File: config.mk
export PLATFORM = sky130hd
export DESIGN_NAME = scan_irq_counter
export DESIGN_NICKNAME = d
export VERILOG_FILES = /design/src/rtl/scan_irq_pkg.sv /design/src/rtl/scan_irq_decode.sv /design/src/rtl/scan_irq_count.sv /design/src/rtl/scan_irq_flag.sv /design/src/rtl/scan_irq_counter.sv
export SDC_FILE = /design/constraint.sdc
export NUM_CORES = 1
export LEC_CHECK = 0
export ABC_AREA = 1
export BUFFER_PORTS_ARGS = -buffer_cell sky130_fd_sc_hd__buf_2
export CAP_MARGIN = 20
export CELL_PAD_IN_SITES_DETAIL_PLACEMENT = 0
export CELL_PAD_IN_SITES_GLOBAL_PLACEMENT = 1
export CORE_UTILIZATION = 37
export CTS_CLUSTER_SIZE = 14
export DETAILED_ROUTE_END_ITERATION = 10
export HOLD_SLACK_MARGIN = 0.15
export PLACE_DENSITY_LB_ADDON = 0.1
export SKIP_CTS_REPAIR_TIMING = 1
export SLEW_MARGIN = 20
export SYNTH_ARGS = -nofsm -noshare
export SYNTH_HDL_FRONTEND = slang
export SYNTH_SLANG_ARGS = --single-unit
export TNS_END_PERCENT = 5
File: constraint.sdc
create_clock -name clk -period 2.75 [get_ports clk]
set_input_delay 0.1375 -clock clk [delete_from_list [all_inputs] [get_ports clk]]
set_output_delay 0.1375 -clock clk [all_outputs]
set_load 0.005 [all_outputs]
File: src/rtl/scan_irq_pkg.sv
package scan_irq_pkg;

  localparam int DEC_ADDR_W = 16;

  typedef enum logic [2:0] {
    SEL_NONE,
    SEL_COUNT,
    SEL_RELOAD,
    SEL_OFF,
    SEL_ON
  } reg_sel_e;

  // Classify a masked address into one of the register selects.
  function automatic reg_sel_e classify(input logic [DEC_ADDR_W-1:0] masked);
    case (masked)
      16'hC000: classify = SEL_COUNT;
      16'hC001: classify = SEL_RELOAD;
      16'hE000: classify = SEL_OFF;
      16'hE001: classify = SEL_ON;
      default:  classify = SEL_NONE;
    endcase
  endfunction

  // Down-step with natural wrap at the counter width.
  function automatic logic [7:0] step_down(input logic [7:0] v);
    step_down = v - 8'd1;
  endfunction

endpackage

File: src/rtl/scan_irq_decode.sv
module scan_irq_decode
  import scan_irq_pkg::*;
#(
  parameter int ADDR_W = DEC_ADDR_W,
  parameter logic [ADDR_W-1:0] ADDR_MASK = 16'hE001
) (
  input  logic              wr_en,
  input  logic [ADDR_W-1:0] wr_addr,
  output logic              ld_count,
  output logic              ld_reload,
  output logic              irq_off,
  output logic              irq_on
);

  logic [ADDR_W-1:0] masked;
  reg_sel_e          sel;

  assign masked = wr_addr & ADDR_MASK;

  always_comb begin
    sel = wr_en ? classify(masked) : SEL_NONE;
  end

  assign ld_count  = (sel == SEL_COUNT);
  assign ld_reload = (sel == SEL_RELOAD);
  assign irq_off   = (sel == SEL_OFF);
  assign irq_on    = (sel == SEL_ON);

endmodule

File: src/rtl/scan_irq_count.sv
module scan_irq_count
  import scan_irq_pkg::*;
#(
  parameter int CNT_W     = 8,
  parameter int LINE_W    = 9,
  parameter int LAST_LINE = 239
) (
  input  logic              clk,
  input  logic              rst_n,
  input  logic              line_tick,
  input  logic [LINE_W-1:0] line_num,
  input  logic              render_on,
  input  logic              en_q,
  input  logic              ld_count,
  input  logic              ld_reload,
  input  logic [CNT_W-1:0]  wr_data,
  output logic [CNT_W-1:0]  cnt_q,
  output logic [CNT_W-1:0]  reload_q,
  output logic              step,
  output logic              hit
);

  localparam logic [LINE_W-1:0] LAST = LINE_W'(LAST_LINE);

  logic [CNT_W-1:0] dec_val;
  logic             visible;

  assign visible = (line_num <= LAST);
  assign step    = line_tick && render_on && en_q && visible;
  assign dec_val = step_down(cnt_q);
  assign hit     = step && !ld_count && (dec_val == '0);

  always_ff @(posedge clk or negedge rst_n) begin
    if (!rst_n) begin
      cnt_q <= '0;
    end else if (ld_count) begin
      cnt_q <= wr_data;
    end else if (step) begin
      cnt_q <= hit ? reload_q : dec_val;
    end
  end

  always_ff @(posedge clk or negedge rst_n) begin
    if (!rst_n) begin
      reload_q <= '0;
    end else if (ld_reload) begin
      reload_q <= wr_data;
    end
  end

endmodule

File: src/rtl/scan_irq_flag.sv
module scan_irq_flag (
  input  logic clk,
  input  logic rst_n,
  input  logic irq_off,
  input  logic irq_on,
  input  logic hit,
  output logic en_q,
  output logic irq_q
);

  always_ff @(posedge clk or negedge rst_n) begin
    if (!rst_n) begin
      en_q <= 1'b0;
    end else if (irq_off) begin
      en_q <= 1'b0;
    end else if (irq_on) begin
      en_q <= 1'b1;
    end
  end

  always_ff @(posedge clk or negedge rst_n) begin
    if (!rst_n) begin
      irq_q <= 1'b0;
    end else if (irq_off) begin
      irq_q <= 1'b0;
    end else if (hit) begin
      irq_q <= 1'b1;
    end
  end

endmodule

File: src/rtl/scan_irq_counter.sv
module scan_irq_counter
  import scan_irq_pkg::*;
#(
  parameter int ADDR_W    = DEC_ADDR_W,
  parameter int CNT_W     = 8,
  parameter int LINE_W    = 9,
  parameter int LAST_LINE = 239
) (
  input  logic              clk,
  input  logic              rst_n,
  input  logic              wr_en,
  input  logic [ADDR_W-1:0] wr_addr,
  input  logic [CNT_W-1:0]  wr_data,
  input  logic              line_tick,
  input  logic [LINE_W-1:0] line_num,
  input  logic              render_on,
  output logic              irq_out
);

  logic             ld_count;
  logic             ld_reload;
  logic             irq_off;
  logic             irq_on;
  logic             en_q;
  logic             step;
  logic             hit;
  logic [CNT_W-1:0] cnt_q;
  logic [CNT_W-1:0] reload_q;

  scan_irq_decode #(.ADDR_W(ADDR_W)) u_decode (
    .wr_en     (wr_en),
    .wr_addr   (wr_addr),
    .ld_count  (ld_count),
    .ld_reload (ld_reload),
    .irq_off   (irq_off),
    .irq_on    (irq_on)
  );

  scan_irq_count #(
    .CNT_W     (CNT_W),
    .LINE_W    (LINE_W),
    .LAST_LINE (LAST_LINE)
  ) u_count (
    .clk       (clk),
    .rst_n     (rst_n),
    .line_tick (line_tick),
    .line_num  (line_num),
    .render_on (render_on),
    .en_q      (en_q),
    .ld_count  (ld_count),
    .ld_reload (ld_reload),
    .wr_data   (wr_data),
    .cnt_q     (cnt_q),
    .reload_q  (reload_q),
    .step      (step),
    .hit       (hit)
  );

  scan_irq_flag u_flag (
    .clk     (clk),
    .rst_n   (rst_n),
    .irq_off (irq_off),
    .irq_on  (irq_on),
    .hit     (hit),
    .en_q    (en_q),
    .irq_q   (irq_out)
  );

endmodule

==> impl_metrics.csv, run 1 <==
group,metric,value,unit
status,status,"complete, no violations",
sta,skew,0.00696,ns
cts,cts_sinks,18,
power_and_ir_drop,p_total,1200,uW
yosys,ys_seq_elements,18,
setup_path,start_kind,"register",
setup_path,cp_max_fo,6,
yosys,syn_nets,202,
yosys,ys_top_cells_by_area,"dfrtp_1, nand2_1, inv_1",
setup_path,critPathKind,"register to register",
sta,drv_slew,0,
final_layout,area_growth,25.7,%
cts,clk_pin_slew,0.12,ns
die,die_h,58.8,um
yosys,synth_cells,162,
yosys,synth-edff-count,0,
final_layout,stdcell_count,242,
yosys,yosysTopAreaCell,"dfrtp_1",
sta,fin_crit_sh,64.7,%
final_layout,postLayoutCellArea,1500,sq um
setup_path,crit_arrival,2.00,ns
hold_path,hold_class,"input pin to register",
setup_path,end_kind,"register",
die,io_pins,39,
placement,dp_cells,227,
yosys,ys_types,25,
grt,grt_max_degree,19,
sta,setup_tns,0,ns
cts,root_buffer,"clkbuf_4",
drt,routed_wl,2820,um
sta,slew_headroom,48.4,%
die,rows,20,
sta,rsz0062_at_grt,"false",
power_and_ir_drop,peakVddDrop,0.000348,V
cts,tritoncts,"done",
grt,globalRouteTotalUtil,19.6,%
yosys,ys.flop_type,"dfrtp_1",
placement,dpl.hpwl,2150,um
placement,port_buffers,22,
power_and_ir_drop,pwr_density_cell,802,nW/um^2
drt,drt_first_pass_iters,4,
grt,overflow,0,
final_layout,nets,239,
cts,htree_num_levels,1,
sta,max_freq,562,MHz
cts,insertion_delay,0.32,ns
yosys,synthTopCellsByCount,"nand2_1, inv_1, dfrtp_1",
cts,cts_made_buffers,3,
yosys,ys_seq_area_share,37.8,%
drt,vias,1131,
sta,hold_violations,0,
grt,grt_pass1_vias,1070,
cts,clock_path_buffers,2,
sta,tightest_slew,0.769,ns
final_layout,diodes,0,
yosys,yosysTopAreaCellShare,37.8,%
die,die_w,58.8,um
drt,route.detailed.drc,0,
grt,antenna_found_initial,0,
sta,period_minus_slack,1.78,ns
placement,placed_cell_area,1350,sq um
yosys,syn-mean-instance-area,7.36,sq um
drt,wire_per_inst,11.6,um
final_layout,final_util,49.1,%
power_and_ir_drop,p_leak,0.000732,uW
sta,setup_viol,0,
yosys,post-synth-top-count-cell,"nand2_1",
grt,grt_pass1_wl,4970,um
placement,place_congestion,0.776,
die,coreArea,3050,sq um
die,initial_core_util,39.1,%
final_layout,final_layout_size_suffix_gt1_share,23.7,%
setup_path,worstPathRequired,2.97,ns
drt,drt_iter0_drc,36,
die,dieArea,3450,sq um
drt,ant_nets,0,
yosys,synthesis.area,1190,sq um
job,maxCapViolCount,0,
yosys,async_reset_ff_share,100,%
drt,via_per_inst,4.67,
yosys,synth_warnings,0,
[layout make-up]
class                           count  area (sq um)
Fill cell                         329          1550
Multi-Input combinational cell    112           619
Sequential cell                    18           450
Timing Repair Buffer               33           220
Inverter                           31           118
Tap cell                           44          55.1
Clock buffer                        4          36.3
[registers in the layout, indices dropped and copies added, names as in the netlist]
register,count
u_count.cnt_q,8
u_count.reload_q,8
u_flag.en_q,1
u_flag.irq_q,1
[power breakdown]
group          switching, uW  internal (uW)  total, uW
combinational            366            219        585
clock                   97.2           81.0        178
sequential              83.7            356        440
[layer usage]
metal	routed length, um	share of wire (%)	track usage (%)	vias to the layer above
li1	-	-	-	586
met1	1350	48	26.7	516
met2	1310	46	29.5	23
met3	105	3.7	5.05	6
met4	52	1.8	7.82	0
met5	0	0	0	-
[metrics by stage]
| step | setup slack, ns | hold WS, ns |
|---|---|---|
| 3_5_place_dp | 0.999 | 0.104 |
| 6_report | 0.971 | 0.210 |
| 4_1_cts | 0.965 | -0.252 |
| 5_1_grt | 0.751 | 0.219 |
| 3_3_place_gp | 1.00 | 0.102 |
| 2_1_floorplan | 1.19 | -0.158 |
[path summary, 6_finish.rpt]
kind | start | end | depth (start not counted) | slack (ns)
max | u_count.cnt_q[0] | u_count.cnt_q[6] | 11 | 0.97
min | wr_addr[13] | u_count.reload_q[5] | 4 | 0.21
max reg2reg | u_count.cnt_q[0] | u_count.cnt_q[6] | 11 | 0.97
min reg2reg | u_count.reload_q[3] | u_count.cnt_q[3] | 2 | 0.52
max in group asynchronous | rst_n | u_count.reload_q[6] | 2 | 2.18
min in group asynchronous | rst_n | u_count.cnt_q[0] | 2 | 0.27
[critical path: stages, from the launching register on]
cell and delay, ns:
dfrtp_1 0.41, inv_1 0.18, ha_1 0.25, nand2_4 0.08, nor2_4 0.11, nand2_1 0.06
nand2_1 0.05, nand2_1 0.07, inv_1 0.18, nand4_1 0.15, nand3_1 0.10, nand2_1 0.05
[kinds of logic (layout without fill, tap and decap cells)]
group                      after synthesis  after routing  share of synthesized area (%)
DFF                                     18             18                           37.8
xor gates and xnor gates                 1              1                          0.735
and+or+nand+nor                         84             84                           38.1
AOI/OAI and AO/OA                       25             25                           11.0
buffers and inverters                   32             68                           10.3
adders and majority gates                2              2                           2.10
[cells in the final DEF (no fill, tap or decap)]
| cell | netlist | routed |
|---|---|---|
| xor2_1 | 1 | 1 |
| o21ai_0 | 12 | 12 |
| o21ai_2 | 1 | 1 |
| nand2_2 | 4 | 4 |
| nand3_4 | 1 | 1 |
| nand4_1 | 4 | 4 |
| buf_2 | 1 | 22 |
| clkinv_2 | 1 | 1 |
| nand3_2 | 2 | 2 |
| o21ai_1 | 4 | 4 |
| nor4_4 | 1 | 1 |
| a21oi_1 | 6 | 6 |
| clkbuf_4 | 0 | 3 |
| inv_1 | 29 | 29 |
| nor2_1 | 9 | 9 |
| dfrtp_1 | 18 | 18 |
| nand3_1 | 9 | 9 |
| nor2_2 | 5 | 5 |
| dlygate4sd3_1 | 0 | 11 |
| o22ai_1 | 2 | 2 |
| nand2_1 | 40 | 40 |
| inv_2 | 1 | 1 |
| nand2_4 | 1 | 1 |
| ha_1 | 2 | 2 |
| nor4_1 | 1 | 1 |
| nor2_4 | 4 | 4 |
| clkbuf_8 | 0 | 1 |
| nand3b_1 | 3 | 3 |
Power figures use the tool's default switching activity.
==> run 2: changes to the inputs <==
CORE_UTILIZATION = 31   (was 37)
clock period = 1.45 ns   (was 2.75 ns; I/O delays follow)
==> impl_metrics.csv, run 2 (synthesis results as in run 1) <==
group,metric,value,unit
status,status,"complete, but fails checks",
status,violations,"setup timing",
placement,place_ws,-0.112,ns
die,coreArea,3690,sq um
sta,max_freq,620,MHz
sta,period_minus_slack,1.61,ns
drt,wire_per_inst,11.5,um
drt,drt_first_pass_iters,4,
setup_path,worst_r2r_endpoint,"u_count.cnt_q[1]",
drt,drt_iter0_drc,32,
sta,setup_viol,9,
hold_path,hp-start,"wr_addr[13]",
setup_path,critPathKind,"register to register",
setup_path,end_kind,"register",
grt,grtUsageMet1,23.5,%
power_and_ir_drop,switchingPower,1180,uW
sta,setup_tns,-0.898,ns
power_and_ir_drop,power.share.switching,42.0,%
final_layout,area_growth,40.3,%
cts,clk_pin_slew,0.07,ns
drt,vias,1183,
final_layout,final_common_cell,"nand2_1",
grt,grt_pass1_wl,5290,um
setup_path,startpoint,"u_count.cnt_q[0]",
drt,ant_nets,0,
drt,via_per_inst,4.53,
die,rows,22,
drt,routed_wl,3000,um
grt,use_met3,1.61,%
grt,grtUsageMet2,26.7,%
sta,rsz0062_at_grt,"true",
power_and_ir_drop,peakVddDrop,0.000655,V
power_and_ir_drop,p_leak,0.000816,uW
final_layout,regArea,450,sq um
final_layout,nets,254,
grt,grt_pass1_vias,1137,
hold_path,hold_class,"input pin to register",
sta,tightest_slew,0.420,ns
cts,htree_num_levels,1,
final_layout,final_layout_size_suffix_gt1_share,35.2,%
sta,skew,0.00512,ns
setup_path,worst-r2r-cell-count,12,
cts,root_buffer,"clkbuf_8",
grt,overflow,0,
die,die_w,64.0,um
setup_path,crit_arrival,1.81,ns
power_and_ir_drop,p_total,2810,uW
final_layout,nFillCells,416,
die,initial_core_util,32.3,%
grt,globalRouteTotalUtil,16.6,%
cts,tritoncts,"done",
sta,hold_violations,0,
die,die_h,64.0,um
placement,dp_cells,246,
final_layout,diodes,0,
die,io_pins,39,
setup_path,regToRegSetupSlack,-0.16,ns
power_and_ir_drop,pwr_density_cell,1680,nW/um^2
cts,clock_path_buffers,2,
placement,port_buffers,22,
cts,insertion_delay,0.25,ns
power_and_ir_drop,combPwrFrac,56.5,%
sta,fin_crit_sh,111,%
die,dieArea,4100,sq um
placement,place_congestion,0.783,
final_layout,layout.cells.most_common_list,"nand2_1, inv_1, buf_2, dfrtp_1, buf_4",
grt,antenna_found_initial,0,
placement,dpl.hpwl,2410,um
sta,slew_headroom,72.0,%
power_and_ir_drop,power_frac_seq,29.1,%
power_and_ir_drop,pwr-share-clk,14.4,%
power_and_ir_drop,intPower,1630,uW
final_layout,largestRegisters,"u_count.cnt_q (8), u_count.reload_q (8)",
sta,drv_slew,0,
setup_path,start_kind,"register",
final_layout,multi_input_area,659,sq um
final_layout,stdcell_count,261,
final_layout,postLayoutCellArea,1670,sq um
setup_path,rr_startpoint,"u_count.cnt_q[0]",
sta,finalWorstSetupSlack,-0.164,ns
setup_path,worstPathRequired,1.64,ns
setup_path,cp_max_fo,5,
grt,grt_max_degree,19,
job,maxCapViolCount,0,
grt,top_usage_layer,"met2",
drt,route.detailed.drc,0,
placement,placed_cell_area,1480,sq um
setup_path,setup.worst_path.end,"u_count.cnt_q[1]",
cts,cts_sinks,18,
cts,cts_made_buffers,3,
run 2: cell count changes in the layout (fill, tap and decap cells not counted), sizes merged:
cell,before,now
dlygate4sd3,11,10
buf,22,38
run 2: stage by stage:
| stage | hold WS (ns) | utilization, % |
|---|---|---|
| 5_1_grt | 0.175 | 45.4 |
| 3_3_place_gp | 0.0361 | 40.2 |
| 4_1_cts | -0.244 | 41.7 |
| 6_report | 0.136 | 45.4 |
| 3_5_place_dp | 0.0333 | 40.2 |
| 2_1_floorplan | -0.223 | - |
run 2: worst max-delay path: stages (launching register included):
cell	delay, ns
dfrtp_1	0.43
inv_2	0.10
ha_4	0.15
inv_2	0.04
nand2_2	0.06
nand2_2	0.06
nor2_2	0.12
nand3_2	0.09
nor2_4	0.17
nand3_4	0.13
nand2_2	0.09
nand3_1	0.06
nand2_1	0.06
run 2: layout make-up:
class	instances	share of cell area, %
timing repair buffer	48	19.7
sequential	18	26.9
multi-input combinational	112	39.4
tap	48	3.59
inverter	31	7.03
clock buffer	4	3.29
run 2: worst min path at each step:
stage / endpoint / depth (start not counted)
detailed placement: u_flag.en_q / 1
global route: u_flag.en_q / 3
finish: u_flag.en_q / 3
CTS: u_flag.en_q / 1
floorplan: u_count.cnt_q[0] / 0
global placement: u_flag.irq_q / 1
run 2: per-layer routing:
metal,vias up,share of wire (%),wire [um]
met5,-,0,0
met4,0,0.43,13
li1,615,-,-
met2,10,48,1430
met1,556,50,1510
met3,2,1.3,38
run 2: power groups by stage:
stage                     clock network, uW  logic (uW)  registers, uW
after floorplan                           0         910            808
after global placement                    0        1470            818
after detailed placement                  0        1470            818
after CTS                               425        1480            808
after global routing                    439        1790            839
final                                   406        1590            817
==> run 3: changes to the inputs <==
CORE_UTILIZATION = 37   (was 31)
RECOVER_POWER = 100   (was not set)
SETUP_SLACK_MARGIN = 0.05   (was not set)
clock period = 1.9 ns   (was 1.45 ns; I/O delays follow)
==> impl_metrics.csv, run 3 (synthesis results as in run 1) <==
group,metric,value,unit
final_layout,postLayoutCellArea,1490,sq um
final_layout,final_common_cell,"nand2_1",
drt,drt-met1-wl,1360,um
cts,root_buffer,"clkbuf_4",
cts,insertion_delay,0.30,ns
setup_path,crit_chain,"inv_1, ha_1, inv_1, nand2_1, nand2_1, nor2_2, nand3_1, nor2_4, nand3_4, o21ai_0",
die,io_pins,39,
cts,clock_path_buffers,2,
die,rows,20,
final_layout,diodes,0,
drt,vias,1143,
power_and_ir_drop,switchingPower,778,uW
sta,whs,0.206,ns
drt,wire_per_inst,11.7,um
final_layout,layout.cells.most_common_list,"nand2_1, inv_1, buf_2, dfrtp_1, o21ai_0",
power_and_ir_drop,p_leak,0.000735,uW
final_layout,stdcell_count,245,
power_and_ir_drop,intPower,956,uW
die,initial_core_util,39.1,%
drt,ant_nets,0,
setup_path,cp_num_buf_inv,2,
sta,setup_tns,0,ns
cts,htree_num_levels,1,
setup_path,critPathKind,"register to register",
setup_path,end_kind,"register",
sta,period_minus_slack,1.73,ns
power_and_ir_drop,pwr-share-clk,14.1,%
power_and_ir_drop,combPwrFrac,49.2,%
sta,fin_crit_sh,91.1,%
drt,drt_iter0_drc,73,
die,coreArea,3050,sq um
drt,route.detailed.drc,0,
sta,tightest_slew,1.06,ns
placement,placed_cell_area,1380,sq um
drt,routed_wl,2880,um
cts,cts_made_buffers,3,
power_and_ir_drop,peakVddDrop,0.000540,V
drt,wl_met2,1380,um
die,die_h,58.8,um
hold_path,hold_class,"input pin to register",
final_layout,area_growth,25.2,%
setup_path,worst-r2r-cell-count,10,
placement,dpl.hpwl,2220,um
cts,cts_sinks,18,
die,die_w,58.8,um
cts,clk_pin_slew,0.11,ns
final_layout,nets,242,
final_layout,largestRegisters,"u_count.cnt_q (8), u_count.reload_q (8)",
grt,globalRouteTotalUtil,19.3,%
drt,via_per_inst,4.67,
setup_path,start_kind,"register",
placement,port_buffers,22,
status,status,"complete, no violations",
power_and_ir_drop,power_frac_seq,36.7,%
sta,hold_violations,0,
grt,grt_pass1_vias,1132,
die,dieArea,3450,sq um
sta,setup_viol,0,
drt,dr_wl_met3,101,um
grt,antenna_found_initial,0,
setup_path,cp_slowest_stage_delay,0.42,ns
setup_path,cp_max_fo,5,
power_and_ir_drop,pwr_density_cell,1160,nW/um^2
placement,dp_cells,230,
hold_path,hold_path_depth,4,
sta,skew,0.00441,ns
grt,grt_max_degree,19,
sta,max_freq,577,MHz
drt,top_layer_used,"met4",
cts,tritoncts,"done",
placement,place_congestion,0.792,
sta,drv_slew,0,
sta,rsz0062_at_grt,"false",
final_layout,final_layout_size_suffix_gt1_share,22.4,%
setup_path,path_delay_family,"simple AND/OR/NAND/NOR gates",
final_layout,nFillCells,329,
sta,slew_headroom,29.3,%
drt,drt_first_pass_iters,4,
power_and_ir_drop,power.share.switching,44.9,%
grt,overflow,0,
setup_path,crit_arrival,1.95,ns
job,maxCapViolCount,0,
setup_path,slowest_stage,"dfrtp_1",
grt,grt_pass1_wl,4930,um
setup_path,cp.depth,10,
setup_path,worstPathRequired,2.12,ns
## run 3: cell types whose count changed in the layout (fill, tap and decap cells not counted), moves of 2 or more
| cell | previous run | this run |
|---|---|---|
| clkbuf_4 | 0 | 3 |
| inv_2 | 5 | 2 |
| buf_4 | 16 | 2 |
| nand2_1 | 35 | 41 |
| nand3_1 | 7 | 10 |
| buf_2 | 22 | 20 |
| nand3_2 | 4 | 1 |
| clkbuf_8 | 4 | 1 |
| inv_1 | 25 | 28 |
| clkbuf_1 | 0 | 3 |
| nand2_2 | 9 | 3 |
## run 3: power by group through the flow
stage	Clock, uW	Combinational [uW]	Sequential [uW]
after detailed placement	0	847	643
after floorplan	0	669	615
final	245	853	636
after global placement	0	825	643
after global routing	268	992	656
after CTS	256	851	638
## run 3: layout make-up
cell class / instances / area [sq um] / area share [%]
well taps: 44 / 55.1 / 3.69
flip-flops and latches: 18 / 450 / 30.2
repair buffers: 36 / 236 / 15.8
multi-input cells: 112 / 597 / 40.0
inverters: 31 / 118 / 7.88
clock buffers: 4 / 36.3 / 2.43
## run 3: metrics by stage
step                total power (uW)  worst slack, ns  util (%)
floorplan                       1280            0.340         -
global placement                1470            0.251      45.0
detailed placement              1490            0.230      45.0
CTS                             1750            0.201      46.2
global route                    1920           0.0332      48.9
finish                          1730            0.168      48.9
## run 3: final timing paths
path | startpoint | to | slack, ns
min in group asynchronous | rst_n | u_count.cnt_q[1] | 0.49
worst max register to register | u_count.cnt_q[1] | u_count.cnt_q[3] | 0.17
worst min-delay path | wr_addr[13] | u_flag.irq_q | 0.21
worst max-delay path | u_count.cnt_q[1] | u_count.cnt_q[3] | 0.17
worst min register to register | u_count.reload_q[7] | u_count.cnt_q[7] | 0.53
max in group asynchronous | rst_n | u_count.cnt_q[7] | 0.78
## run 3: worst min-delay path: cells and delay by family
kind                   cells  cell delay, ns
AO/OA/AOI/OAI              1            0.11
buffers and inverters      2            0.19
AND/OR/NAND/NOR            1            0.07
## run 3: layer usage
layer / GRT usage (%) / vias to the layer above
li1: - / 593
met1: 24.5 / 516
met2: 31.5 / 28
met3: 4.62 / 6
met4: 7.48 / 0
met5: 0 / -
